[config.mk]
export PLATFORM = sky130hd
export DESIGN_NAME = bce_branch_unit
export DESIGN_NICKNAME = d
export VERILOG_FILES = /design/src/rtl/bce_pkg.sv /design/src/rtl/bce_cond_eval.sv /design/src/rtl/bce_target_add.sv /design/src/rtl/bce_pipe.sv /design/src/rtl/bce_branch_unit.sv
export SDC_FILE = /design/constraint.sdc
export NUM_CORES = 1
export LEC_CHECK = 0
export ABC_CLOCK_PERIOD_IN_PS = 800
export CORE_MARGIN = 4
export CORE_UTILIZATION = 44
export DETAILED_ROUTE_END_ITERATION = 12
export PLACE_DENSITY = 0.76
export SYNTH_ARGS = -nofsm -noshare
export SYNTH_HDL_FRONTEND = slang
export SYNTH_SLANG_ARGS = --single-unit
export TNS_END_PERCENT = 10
[constraint.sdc]
create_clock -name clk -period 0.8 [get_ports clk]
set_clock_uncertainty 0.15 [all_clocks]
set_input_delay 0.12 -clock clk [delete_from_list [all_inputs] [get_ports clk]]
set_output_delay 0.12 -clock clk [all_outputs]
set_load 0.02 [all_outputs]
[src/rtl/bce_pkg.sv]
package bce_pkg;

   typedef enum logic [3:0] {
      BC_ALWAYS = 4'd0,
      BC_NEVER  = 4'd1,
      BC_HI     = 4'd2,
      BC_LS     = 4'd3,
      BC_CC     = 4'd4,
      BC_CS     = 4'd5,
      BC_NE     = 4'd6,
      BC_EQ     = 4'd7,
      BC_VC     = 4'd8,
      BC_VS     = 4'd9,
      BC_PL     = 4'd10,
      BC_MI     = 4'd11,
      BC_GE     = 4'd12,
      BC_LT     = 4'd13,
      BC_GT     = 4'd14,
      BC_LE     = 4'd15
   } bcond_e;

   // second names sharing an encoding
   localparam logic [3:0] BC_HS = 4'd4;
   localparam logic [3:0] BC_LO = 4'd5;

   typedef struct packed {
      logic n;
      logic z;
      logic v;
      logic c;
   } flags_t;

endpackage

[src/rtl/bce_cond_eval.sv]
module bce_cond_eval
   import bce_pkg::*;
#(
   parameter int STYLE = 1   // 0: flat sixteen-way decode, 1: pair base + invert
) (
   input  logic [3:0] cond,
   input  flags_t     flags,
   output logic       taken
);

   logic sgn_lt;
   assign sgn_lt = flags.n ^ flags.v;

   generate
      if (STYLE == 0) begin : g_flat
         always_comb begin
            unique case (bcond_e'(cond))
               BC_ALWAYS: taken = 1'b1;
               BC_NEVER:  taken = 1'b0;
               BC_HI:     taken = ~(flags.c | flags.z);
               BC_LS:     taken = flags.c | flags.z;
               BC_CC:     taken = ~flags.c;
               BC_CS:     taken = flags.c;
               BC_NE:     taken = ~flags.z;
               BC_EQ:     taken = flags.z;
               BC_VC:     taken = ~flags.v;
               BC_VS:     taken = flags.v;
               BC_PL:     taken = ~flags.n;
               BC_MI:     taken = flags.n;
               BC_GE:     taken = ~sgn_lt;
               BC_LT:     taken = sgn_lt;
               BC_GT:     taken = ~(flags.z | sgn_lt);
               BC_LE:     taken = flags.z | sgn_lt;
               default:   taken = 1'b0;
            endcase
         end
      end else begin : g_pair
         logic base;
         always_comb begin
            unique case (cond[3:1])
               3'd0:    base = 1'b1;
               3'd1:    base = ~(flags.c | flags.z);
               3'd2:    base = ~flags.c;
               3'd3:    base = ~flags.z;
               3'd4:    base = ~flags.v;
               3'd5:    base = ~flags.n;
               3'd6:    base = ~sgn_lt;
               3'd7:    base = ~(flags.z | sgn_lt);
               default: base = 1'b0;
            endcase
         end
         assign taken = base ^ cond[0];
      end
   endgenerate

endmodule

[src/rtl/bce_target_add.sv]
module bce_target_add #(
   parameter int PC_W  = 16,
   parameter int OFS_W = 8
) (
   input  logic [PC_W-1:0]  pc,
   input  logic [OFS_W-1:0] ofs,
   output logic [PC_W-1:0]  target
);

   localparam int EXT_W = PC_W - OFS_W;

   logic [PC_W-1:0] ofs_ext;

   generate
      if (EXT_W == 0) begin : g_noext
         assign ofs_ext = ofs;
      end else begin : g_sext
         assign ofs_ext = {{EXT_W{ofs[OFS_W-1]}}, ofs};
      end
   endgenerate

   // carry out of the top bit is dropped: modulo 2^PC_W
   assign target = pc + ofs_ext;

endmodule

[src/rtl/bce_pipe.sv]
module bce_pipe #(
   parameter int W     = 8,
   parameter int DEPTH = 2
) (
   input  logic         clk,
   input  logic         rst_n,
   input  logic [W-1:0] d,
   output logic [W-1:0] q
);

   generate
      if (DEPTH == 0) begin : g_wire
         assign q = d;
      end else begin : g_regs
         logic [W-1:0] st [DEPTH];
         always_ff @(posedge clk or negedge rst_n) begin
            if (!rst_n) begin
               for (int i = 0; i < DEPTH; i++) st[i] <= '0;
            end else begin
               st[0] <= d;
               for (int i = 1; i < DEPTH; i++) st[i] <= st[i-1];
            end
         end
         assign q = st[DEPTH-1];
      end
   endgenerate

endmodule

[src/rtl/bce_branch_unit.sv]
module bce_branch_unit
   import bce_pkg::*;
#(
   parameter int PC_W       = 16,
   parameter int OFS_W      = 8,
   parameter int LAT        = 3,
   parameter int COND_STYLE = 1
) (
   input  logic              clk,
   input  logic              rst_n,
   input  logic              req_valid,
   input  logic [3:0]        req_cond,
   input  logic [3:0]        req_flags,
   input  logic [PC_W-1:0]   req_pc,
   input  logic [OFS_W-1:0]  req_ofs,
   output logic              rsp_valid,
   output logic              rsp_taken,
   output logic [PC_W-1:0]   rsp_pc
);

   localparam int DEP = LAT - 1;
   localparam int PW  = PC_W + 2;

   generate
      if (LAT < 1) begin : g_bad_lat
         $error("bce_branch_unit: LAT must be at least 1");
      end
      if (OFS_W < 2 || OFS_W > PC_W) begin : g_bad_ofs
         $error("bce_branch_unit: OFS_W must lie in 2..PC_W");
      end
      if (COND_STYLE < 0 || COND_STYLE > 1) begin : g_bad_style
         $error("bce_branch_unit: COND_STYLE must be 0 or 1");
      end
   endgenerate

   flags_t          fl;
   logic            hit;
   logic [PC_W-1:0] tgt;
   logic [PC_W-1:0] resume;
   logic [PW-1:0]   stage_in;
   logic [PW-1:0]   stage_out;

   assign fl = flags_t'(req_flags);

   bce_cond_eval #(.STYLE(COND_STYLE)) u_cond (
      .cond  (req_cond),
      .flags (fl),
      .taken (hit)
   );

   bce_target_add #(.PC_W(PC_W), .OFS_W(OFS_W)) u_add (
      .pc     (req_pc),
      .ofs    (req_ofs),
      .target (tgt)
   );

   assign resume   = hit ? tgt : req_pc;
   assign stage_in = req_valid ? {1'b1, hit, resume} : '0;

   bce_pipe #(.W(PW), .DEPTH(DEP)) u_pipe (
      .clk   (clk),
      .rst_n (rst_n),
      .d     (stage_in),
      .q     (stage_out)
   );

   assign rsp_valid = stage_out[PW-1];
   assign rsp_taken = stage_out[PW-2];
   assign rsp_pc    = stage_out[PC_W-1:0];

endmodule

* Yosys cells after proc, flatten, opt, wreduce, memory -nomap -nowiden
Index checks and enable logic that the tools add are counted.
Word-level totals: register bits 36, bits in latches 0, bits in writable memories 0, ROM bits 0, input port bits 35, logic and storage cells 25, memories 0
Operators by class: add/subtract/negate cells 1, multipliers 0, divide/modulo/power cells 0, order comparisons 0, eq/ne operators 7, shift operators 0, mux-type cells 3, bitwise operators 11, reduce and logical (&&, ||, !) cells 1
Operators by type and width (count):
- 2-to-1 mux 18 bit | 1
- adder 16 bit | 1
- 2-to-1 mux 16 bit | 1
- == test 3 bit (second input constant) | 4
- one-hot mux 1 bit (8 select lines) | 1
- inverter 1 bit | 7
- == test 3 x 2 -> 1 bit (second input constant) | 2
- == test 3 x 1 -> 1 bit (second input constant) | 1
- zero test 3 bit | 1
- bitwise OR 1 bit | 2
- bitwise XOR 1 bit | 2

* Longest topological paths before layout
Gate-level depths: netlist of run 1.
depth after elaboration 7, depth in mapped cells 8, gate-level depth less buffers 8

* By module
A second synthesis of run 1 with hierarchy kept.
Unflattened totals: cells, all modules 199, area, all modules 2145.8 µm²
Modules (own cells, without submodules):
- bce_pipe | times used 1, cells an instance 54, area each 1036.0 µm², sequential area each 900.9 µm²
- bce_target_add | times used 1, cells an instance 98, area each 724.4 µm², sequential area each 0.0 µm²
- bce_branch_unit | times used 1, cells an instance 36, area each 302.8 µm², sequential area each 0.0 µm²
- bce_cond_eval | times used 1, cells an instance 11, area each 82.6 µm², sequential area each 0.0 µm²

* Worst setup path before layout of run 1
OpenSTA, ideal clock, no wires.
kind input -> register, start point input req_pc[0], end point register u_pipe.g_regs.st[32] (netlist bit), library setup time 0.116 ns, arrival time 2.101 ns, data required time 0.534 ns, path slack -1.566 ns, cell stages on the path 8, buffers on the path 0, cells stage by stage ha_1 fa_1 a21o_2 a221oi_1 a22oi_1 a221oi_1 nand4_1 o311ai_0
Between the ends: cells in the longest elaborated chain, start to end 3
RTL lines:
- start, declared | line bce_branch_unit.sv:14 | input logic [PC_W-1:0] req_pc,
- adder 16 bit | line bce_target_add.sv:23 | assign target = pc + ofs_ext;
- 2-to-1 mux 16 bit | line bce_branch_unit.sv:57 | assign resume = hit ? tgt : req_pc;
- 2-to-1 mux 18 bit | line bce_branch_unit.sv:58 | assign stage_in = req_valid ? {1'b1, hit, resume} : '0;
- net stage_in[14] | line bce_branch_unit.sv:40 | logic [PW-1:0] stage_in;
- end, declared | line bce_pipe.sv:15 | logic [W-1:0] st [DEPTH];
The timed path passes the listed nets, and every way through them passes these cells.

* Worst setup path in the final report of run 1
start point input req_ofs[0], end point register u_pipe.g_regs.st[28] (netlist bit)
Between the ends: cells in the longest elaborated chain, start to end 3
RTL lines:
- start, declared | line bce_branch_unit.sv:15 | input logic [OFS_W-1:0] req_ofs,
- adder 16 bit | line bce_target_add.sv:23
- 2-to-1 mux 16 bit | line bce_branch_unit.sv:57
- 2-to-1 mux 18 bit | line bce_branch_unit.sv:58
- net stage_in[10] | line bce_branch_unit.sv:40
The timed path passes the listed nets, and every way through them passes these cells.

==> impl_results.md, run 1 <==
* Hpwl dp at 3.885 mm
* Largest family of logic cells by synthesized area: compound AO/OA/AOI/OAI gates
* Clock Latency Late Sink at 0.28 ns
* Syn_area_per_cell at 9.962 um^2
* First-pass GRT wire length at 9.453 mm
* Clock sink count at 36
* Reg-to-reg startpoint: u_pipe.g_regs.st[34]
* RSZ-0062 raised after global routing: true
* Critical path cell sequence: buf_6 -> ha_4 -> buf_6 -> fa_2 -> a21o_4 -> a221oi_4 -> buf_4 -> o21ai_0 -> a211oi_1 -> or3_1 -> a21oi_1
* Yosys reg bits at 36
* Path depth of the worst reg2reg path at 0
* Max VDD drop at 0.7969 mV
* Placed inst area at 3023 um^2
* Post-synthesis mux area share at 0.9479%
* Power Dens Cells at 1673 nW/um^2
* Iteration count of the initial detailed-routing pass at 4
* Vias in the first global route at 2108
* Share of cells above drive strength 1 at 50.00%
* Port Buffers at 52
* Routed wire per std cell at 16.87 um
* Diodes inserted at 0
* Seq/Total Area, Yosys at 42.65%
* Post-Synth XOR/XNOR Area at 2.488%
* Hold slack at -0.04191 ns
* Critical path's slowest cell: fa_2
* Worst hold path type: in -> reg
* Via count of the routed design at 2054
* Run status: complete, but fails checks
* Worst Setup SP: req_ofs[0]
* Hold Fails Final Rpt at 3
* Worst-path fanout max at 4
* Initial Util at 46.89%
* Ys flop type: dfrtp_1
* Synth Cell Area at 2112 um^2
* Final TNS setup at -20.80 ns
* Max Freq at 504.0 MHz
* Grt ovf at 0
* Worst path required time at 0.83 ns
* Root Buffer: clkbuf_8
* Total CTS buffers at 5
* Async set-reset flop share out of synthesis at 100.0%
* Reg2reg setup slack at 0.17 ns
* Simple-gate share of the synthesized area at 15.82%
* Clock Path Buffers at 2
* Setup ws final at -1.184 ns
* CP Depth at 11
* Clock transition at path regs at 0.07 ns
* P&R area growth vs syn at 61.97%
* GPL Wtd Cong at 0.8544
* Reg2reg end: u_pipe.q[16]
* Detail Route Antenna Nets at 0
* CP Capture Point: u_pipe.g_regs.st[28]
* WS Path Type: in -> reg
* Post-Syn Instances at 212
* Die area at 5972 um^2
* Top Family by Delay on Critical Path: compound AO/OA/AOI/OAI gates
* Max H-tree Level at 2
* Largest net degree at the start of global routing at 29
* Critical path's largest stage delay at 0.34 ns
* Synth cell types at 51
* Row count at 24
* Core box area at 4504 um^2
* Failing checks: negative hold slack, negative setup slack
* Number of max-cap violations at 0
* Layout Nets at 364
* Crit path launch type: primary input
* Number of vias per cell at 5.612
* Worst-margin pin slew at 0.3352 ns
* Die Wd at 77.28 um
* Tcrit/Tclk final at 248.0%
* DRC viols at 0
* DRT iter0 DRCs at 111
* CP arrival at 2.01 ns
* # IOs at 53
* Synthesis Warnings at 0
* Design area at 3421 um^2
* Relative slew slack at 77.65%
* Max-slew violations at 0
* GRT Resource Usage Total at 19.75%
* Synth Area in Compound Gates at 20.38%
* Buf/Inv on CP at 3
* CP most frequent cell: buf_6
* Synth Area in Adders at 9.834%
* Crit. End Element: register
* Final WL at 6.173 mm
* Final setup viols at 35
* Fillers at 285
* Initial antenna violation count at 0
* Clock period minus worst slack at 1.984 ns
* EDFF count, synth at 0
* Pleak at 0.001613 uW
* CTS tree: built
* Syn nets at 263
* Die H at 77.28 um
-- power breakdown --
part	leakage (uW)	switching (uW)	internal, uW	total, uW
clock network	0.0000541	621	921	1540
logic	0.00109	1050	1060	2110
registers	0.000465	45.8	2030	2070
-- tightest hold or removal path: cells and delay by family --
family	cells	cell delay [ns]
buf+inv	1	0.10
simple gates	1	0.07
compound gates	1	0.06
-- worst min path at each step --
stage | start | to | slack (ns) | cells after the start
floorplan | rst_n | u_pipe.g_regs.st[18] | -0.33 | 0
global placement | u_pipe.g_regs.st[21] | u_pipe.q[3] | 0.18 | 0
detailed placement | u_pipe.g_regs.st[28] | u_pipe.q[10] | 0.18 | 0
CTS | req_pc[4] | u_pipe.g_regs.st[22] | -0.06 | 3
global route | req_pc[4] | u_pipe.g_regs.st[22] | -0.04 | 3
finish | req_pc[4] | u_pipe.g_regs.st[22] | -0.04 | 3
-- metal layers --
layer	wire (um)	global-route usage, %	vias to the layer above
met3	349	2.693	21
met4	240	10.50	0
met5	0	0	-
met1	2462	22.79	975
met2	3121	35.15	97
li1	-	-	961
-- per-stage QoR --
| step | power, uW | std cells | utilization (%) | hold WS, ns | worst slack, ns |
|---|---|---|---|---|---|
| 2_1_floorplan | 3135 | 212 | - | -0.3256 | -1.296 |
| 3_3_place_gp | 3888 | 345 | 67.11 | 0.1818 | -1.963 |
| 3_5_place_dp | 3933 | 345 | 67.11 | 0.1847 | -1.974 |
| 4_1_cts | 5607 | 363 | 74.31 | -0.06364 | -1.225 |
| 5_1_grt | 6004 | 366 | 75.94 | -0.04495 | -1.255 |
| 6_report | 5724 | 366 | 75.94 | -0.04191 | -1.184 |
-- cell families (layout without fill, tap and decap cells) --
kind of cell / after synthesis / count (layout)
adder cells (fa/ha/maj): 16 / 16
XOR/XNOR: 6 / 6
flip-flops: 36 / 36
AND/OR/NAND/NOR: 66 / 66
AO/OA/AOI/OAI: 60 / 60
multiplexers: 2 / 2
buffers and inverters: 26 / 128
-- flip-flops by register name, indices dropped and copies added (netlist names) --
register / count
u_pipe.g_regs.st: 18
u_pipe.q: 18
-- cells in the mapped netlist, types with 3 or more instances --
cell type	n	area, um^2
nor2_1	13	48.80
xnor2_1	5	43.79
buf_4	16	120.1
dfrtp_1	36	900.9
nand3_1	3	15.01
o311ai_0	3	26.28
a21oi_1	17	85.08
a21o_1	5	37.54
nand2_1	28	105.1
o211ai_1	5	37.54
o21ai_0	6	30.03
a211oi_1	4	30.03
and3_1	4	25.02
inv_1	5	18.77
ha_1	15	187.7
-- area by class of cell --
cell class | count | area, um^2 | area share, %
repair buffers | 115 | 940.9 | 27.51
multi-input cells | 150 | 1384 | 40.45
clock inverters | 3 | 42.54 | 1.244
clock buffers | 5 | 68.82 | 2.012
well taps | 52 | 65.06 | 1.902
flip-flops and latches | 36 | 900.9 | 26.34
inverters | 5 | 18.77 | 0.5486
-- layout by cell type (no fill, tap or decap), drive strengths merged, types with 2 or more instances in the layout --
cell type       n
a21o            7
a221oi          2
inv             5
ha             15
clkbuf          6
xnor2           5
a21boi          2
or4             3
or2             2
mux2i           2
dlygate4sd2     9
clkdlybuf4s15   8
nor4b           2
nand3           3
o311ai          3
nor3            2
o211ai          5
nor2           13
nand2          28
o31ai           2
nand4           2
dfrtp          36
buf            93
and4bb          2
and3            4
nand2b          2
clkdlybuf4s50   4
a21oi          17
a211oi          5
o21ai           6
-- timing repair --
action                                  CTS  global route
gates resized for setup                 203            16
setup buffers                            10             3
endpoints found under the hold margin     2             2
endpoints found under the setup margin   35            35
gates cloned                              0             0
pin swaps                                40            16
No activity file was read; power rests on OpenSTA's default activity.
==> run 2: changes to the inputs <==
GPL_TIMING_DRIVEN = 1   (was not set)
==> results of run 2 <==
Final layout, timing and power as in run 1 (identical DEF).
